==> config.mk <==
export PLATFORM = sky130hd
export DESIGN_NAME = aptrig_top
export DESIGN_NICKNAME = d
export VERILOG_FILES = /design/src/rtl/aptrig_pkg.sv /design/src/rtl/aptrig_evt_merge.sv /design/src/rtl/aptrig_offset.sv /design/src/rtl/aptrig_postscale.sv /design/src/rtl/aptrig_top.sv
export SDC_FILE = /design/constraint.sdc
export NUM_CORES = 1
export LEC_CHECK = 0
export BUFFER_PORTS_ARGS = -buffer_cell sky130_fd_sc_hd__buf_2
export CAP_MARGIN = 20
export CORE_MARGIN = 10
export CORE_UTILIZATION = 54
export CTS_CLUSTER_SIZE = 30
export DETAILED_ROUTE_END_ITERATION = 7
export PLACE_DENSITY = 0.87
export SLEW_MARGIN = 30
export SYNTH_ARGS = -nofsm -noshare
export SYNTH_HDL_FRONTEND = slang
export SYNTH_SLANG_ARGS = --single-unit
==> constraint.sdc <==
create_clock -name clk -period 5.05 [get_ports clk]
set_clock_uncertainty 0.2 [all_clocks]
set_input_delay 1.2625 -clock clk [delete_from_list [all_inputs] [get_ports clk]]
set_output_delay 1.2625 -clock clk [all_outputs]
set_load 0.01 [all_outputs]
==> src/rtl/aptrig_pkg.sv <==
package aptrig_pkg;
  localparam int unsigned APT_SRC_N  = 3;
  localparam int unsigned APT_CODE_W = 5;

  function automatic int unsigned apt_max(input int unsigned a, input int unsigned b);
    return (a > b) ? a : b;
  endfunction
endpackage

==> src/rtl/aptrig_evt_merge.sv <==
module aptrig_evt_merge #(
  parameter int unsigned NUM_SRC = aptrig_pkg::APT_SRC_N
) (
  input  logic [NUM_SRC-1:0] cmp_evt,
  input  logic [NUM_SRC-1:0] src_en,
  output logic               evt_hit
);
  logic [NUM_SRC-1:0] qual;

  genvar gi;
  generate
    for (gi = 0; gi < NUM_SRC; gi++) begin : g_qual
      assign qual[gi] = cmp_evt[gi] & src_en[gi];
    end
  endgenerate

  assign evt_hit = |qual;
endmodule

==> src/rtl/aptrig_offset.sv <==
module aptrig_offset #(
  parameter int unsigned W = aptrig_pkg::APT_CODE_W
) (
  input  logic         clk,
  input  logic         rst,
  input  logic         restart,
  input  logic [W-1:0] load_val,
  input  logic         evt,
  output logic         pass
);
  logic [W-1:0] remain;
  logic         empty;

  assign empty = (remain == '0);
  assign pass  = evt & empty;

  always_ff @(posedge clk) begin
    if (rst) begin
      remain <= '0;
    end else if (restart) begin
      remain <= load_val;
    end else if (evt && !empty) begin
      remain <= remain - 1'b1;
    end
  end
endmodule

==> src/rtl/aptrig_postscale.sv <==
module aptrig_postscale #(
  parameter int unsigned W = aptrig_pkg::APT_CODE_W
) (
  input  logic         clk,
  input  logic         rst,
  input  logic         restart,
  input  logic [W-1:0] ratio,
  input  logic         evt,
  output logic         fire
);
  logic [W-1:0] cnt;
  logic         at_top;

  assign at_top = (cnt == ratio);
  assign fire   = evt & (cnt == '0);

  always_ff @(posedge clk) begin
    if (rst || restart) begin
      cnt <= '0;
    end else if (evt) begin
      cnt <= at_top ? '0 : cnt + 1'b1;
    end
  end
endmodule

==> src/rtl/aptrig_top.sv <==
module aptrig_top #(
  parameter int unsigned NUM_SRC = aptrig_pkg::APT_SRC_N,
  parameter int unsigned PS_W    = aptrig_pkg::APT_CODE_W,
  parameter int unsigned OFS_W   = aptrig_pkg::APT_CODE_W
) (
  input  logic               clk,
  input  logic               rst,
  input  logic [NUM_SRC-1:0] cmp_evt,
  input  logic [NUM_SRC-1:0] src_en,
  input  logic [PS_W-1:0]    ps_code,
  input  logic [OFS_W-1:0]   ofs_code,
  input  logic               restart,
  output logic               trig_out
);
  logic [PS_W-1:0] ps_hold;
  logic            evt_raw;
  logic            evt_live;
  logic            after_ofs;
  logic            ps_fire;

  always_ff @(posedge clk) begin
    if (rst) begin
      ps_hold <= '0;
    end else if (restart) begin
      ps_hold <= ps_code;
    end
  end

  aptrig_evt_merge #(.NUM_SRC(NUM_SRC)) u_merge (
    .cmp_evt (cmp_evt),
    .src_en  (src_en),
    .evt_hit (evt_raw)
  );

  assign evt_live = evt_raw & ~restart & ~rst;

  aptrig_offset #(.W(OFS_W)) u_ofs (
    .clk      (clk),
    .rst      (rst),
    .restart  (restart),
    .load_val (ofs_code),
    .evt      (evt_live),
    .pass     (after_ofs)
  );

  aptrig_postscale #(.W(PS_W)) u_ps (
    .clk     (clk),
    .rst     (rst),
    .restart (restart),
    .ratio   (ps_hold),
    .evt     (after_ofs),
    .fire    (ps_fire)
  );

  assign trig_out = ps_fire;
endmodule

==> flow_summary.ini <==
[outcome]
outcome = complete, no violations

[yosys]
syn_avg_cell_area_um2 = 8.91
synth-simple-area-share_pct = 23.4
syn_area_um2 = 802
synth_cells = 90
yosys.area_share.adder_pct = 4.68
ys_ff_latch = 15
syn-num-nets = 112
yosysWarnings = 0
synth_compound_area_share_pct = 13.1
synth_top_family_by_area = simple AND/OR/NAND/NOR gates
synthMuxAreaShare_pct = 8.74
synthDistinctLibCells = 33
synth_xor_xnor_area_share_pct = 7.64
ys_seq_area_share_pct = 37.4

[sta]
setup_viol_count_final = 0
final_hold_viol_count = 0
tns_ns = 0
maxSlewViolCount = 0
slew-limit-headroom_pct = 56.8
worstMarginPinSlew_ns = 0.648
final.period_utilization_pct = 79.6
timing.final.ws_setup_ns = 1.03
grt_setup_unrepaired = false
max_freq_mhz = 249
period_needed_ns = 4.02

[worst_setup_path]
rrSetupSlack_ns = 3.22
worstSetupEndpointType = output pin
cp-start-kind = input port
required_ns = 3.59
crit_type = input port to output pin
critical_path_peak_fanout = 5
critical_path_arrival_ns = 2.56

[global_route]
grt_pass1_wl_um = 2890
grt_max_degree = 15
grt_pass1_vias = 704
antenna_found_initial = 0
grt.overflow.total = 0
track_usage_pct = 10.1

[clock_tree]
cts_buffers = 3
clock_latency_ns = 0.27
root_buffer = clkbuf_4
cts.sinks = 15
h-tree-depth = 1
path_clk_slew_ns = 0.09
cts_resized = 0
cts_max_path_buffers = 2
post-cts-setup-buffers = 0
cts_tree = done
hold_buffers = 0

[die]
coreArea_um2 = 1350
fp-row-count = 13
io_pins = 20
initial_utilization_pct = 59.4
die_w_um = 58.5
dieArea_um2 = 3430
die_h_um = 58.5

[power_and_ir_drop]
combPwrFrac_pct = 20.8
clkPwrFrac_pct = 26.6
pwr-share-seq_pct = 52.6
power_switching_mw = 0.0681
p_int_mw = 0.181
power_leakage_nw = 0.410
switching_share_pct = 27.3
ir_drop_uv = 183
power_density_nw_per_um2 = 268

[cells_and_area]
design_area_um2 = 928
fillerInstances = 127
area_delta_synth_final_pct = 15.8
nets = 133
antennaDiodeCount = 0
layout-drive-gt1-share_pct = 23.6

[placement]
dpl.hpwl_um = 1350
io_buffers = 19
pre_cts_ws_ns = 1.04
dpl_cell_area_um2 = 902
gp_congestion = 0.894

[route]
post_drt_wl_per_cell_um = 13.6
antenna_left = 0
dr_total_vias = 687
initialDrtViolationCount = 7
vias_per_cell = 5.50
dr.pass1.iters = 4
drc_errors = 0
wl_um = 1700

[worst_hold_path]
hold_path_class = flop to flop

[run]
cap_violations = 0
## critical path: stages
cell and delay (ns):
buf_2 0.10, a222oi_1 0.61, and2b_4 0.30, and3b_1 0.16, buf_2 0.13
## power by group through the flow
stage	Clock [mW]	Sequential [mW]	Combinational [mW]
after floorplan	0	0.132	0.0382
after global placement	0	0.133	0.0496
after detailed placement	0	0.134	0.0511
after CTS	0.0694	0.131	0.0518
after global routing	0.0760	0.132	0.0585
final	0.0664	0.131	0.0518
## metrics by stage
step           util, %  power [mW]  instances  hold WS, ns
6_report          68.8       0.249        125        0.322
5_1_grt           68.8       0.267        125        0.378
4_1_cts           68.8       0.252        125        0.332
3_5_place_dp      66.8       0.185        121        0.310
3_3_place_gp      66.8       0.183        121        0.297
2_1_floorplan        -       0.170         90        0.280
## Yosys cell counts
cell type,n,share of area [%]
ha_1,3,4.7
inv_1,7,3.3
nor4bb_1,1,1.2
nand2_1,7,3.3
xnor2_1,4,4.4
o22ai_1,1,0.78
a21oi_1,1,0.62
a222oi_1,1,1.2
mux2i_1,7,8.7
nand4_1,1,0.78
xor2_1,3,3.3
nor4b_1,1,1.1
nor2_4,1,1.4
and2b_4,1,1.2
nand3_1,5,3.1
a211oi_1,1,0.94
nor3_1,1,0.62
o311ai_1,3,3.3
o41ai_1,1,1.1
a2111oi_0,1,1.1
clkbuf_2,1,0.62
or3_1,1,0.78
o21ai_1,1,0.62
clkbuf_1,1,0.47
dfxtp_1,15,37
buf_2,1,0.62
or2_1,1,0.78
a41oi_2,1,2.0
o21ai_0,1,0.62
a31oi_1,1,0.78
nor2_1,13,6.1
and3b_1,1,1.1
nor4b_2,1,1.9
## placed cells by master (no fill, tap or decap), drive strengths merged, types with 2 or more instances in the layout
cell type and n:
buf 19, o311ai 3, nor4b 2, inv 7
xor2 3, clkbuf 4, nand2 7, ha 3
dfxtp 15, xnor2 4, o21ai 2, mux2i 7
nor2 14, nand3 5
## worst paths after layout
check,cells after the start,endpoint,from
worst max-delay path,5,trig_out,cmp_evt[0]
worst min-delay path,2,ps_hold[3]$_SDFFE_PP0P_,ps_hold[3]$_SDFFE_PP0P_
worst max register to register,6,u_ps.cnt[4]$_SDFFE_PP0P_,u_ofs.remain[0]$_SDFFE_PP0P_
worst min register to register,2,ps_hold[3]$_SDFFE_PP0P_,ps_hold[3]$_SDFFE_PP0P_
## sequential cells by signal (all words and copies together) (netlist names)
name / cells
ps_hold: 5
u_ps.cnt: 5
u_ofs.remain: 5
## cell type report
cell class              instances  area, µm²  share of cell area [%]
flip-flops and latches         15        300                    32.3
well taps                      15       18.8                    2.02
inverters                       7       26.3                    2.83
clock buffers                   4       26.3                    2.83
multi-input cells              65        462                    49.7
repair buffers                 19       95.1                    10.2
## per-layer routing
layer / global-route usage (%) / vias to the layer above / part of all wire, %
li1: - / 364 / -
met1: 13.0 / 311 / 52
met2: 15.6 / 12 / 44
met3: 2.36 / 0 / 3.6
met4: 3.69 / 0 / 0
met5: 0 / - / 0
## kinds of logic (layout without fill, tap and decap cells)
logic type	Yosys count	in the layout
XOR/XNOR	7	7
flip-flops	15	15
multiplexers	7	7
buffers and inverters	10	30
AND/OR/NAND/NOR	35	35
adder cells (fa/ha/maj)	3	3
AO/OA/AOI/OAI	13	13
Note: power is estimated with default switching activity, not from simulation.
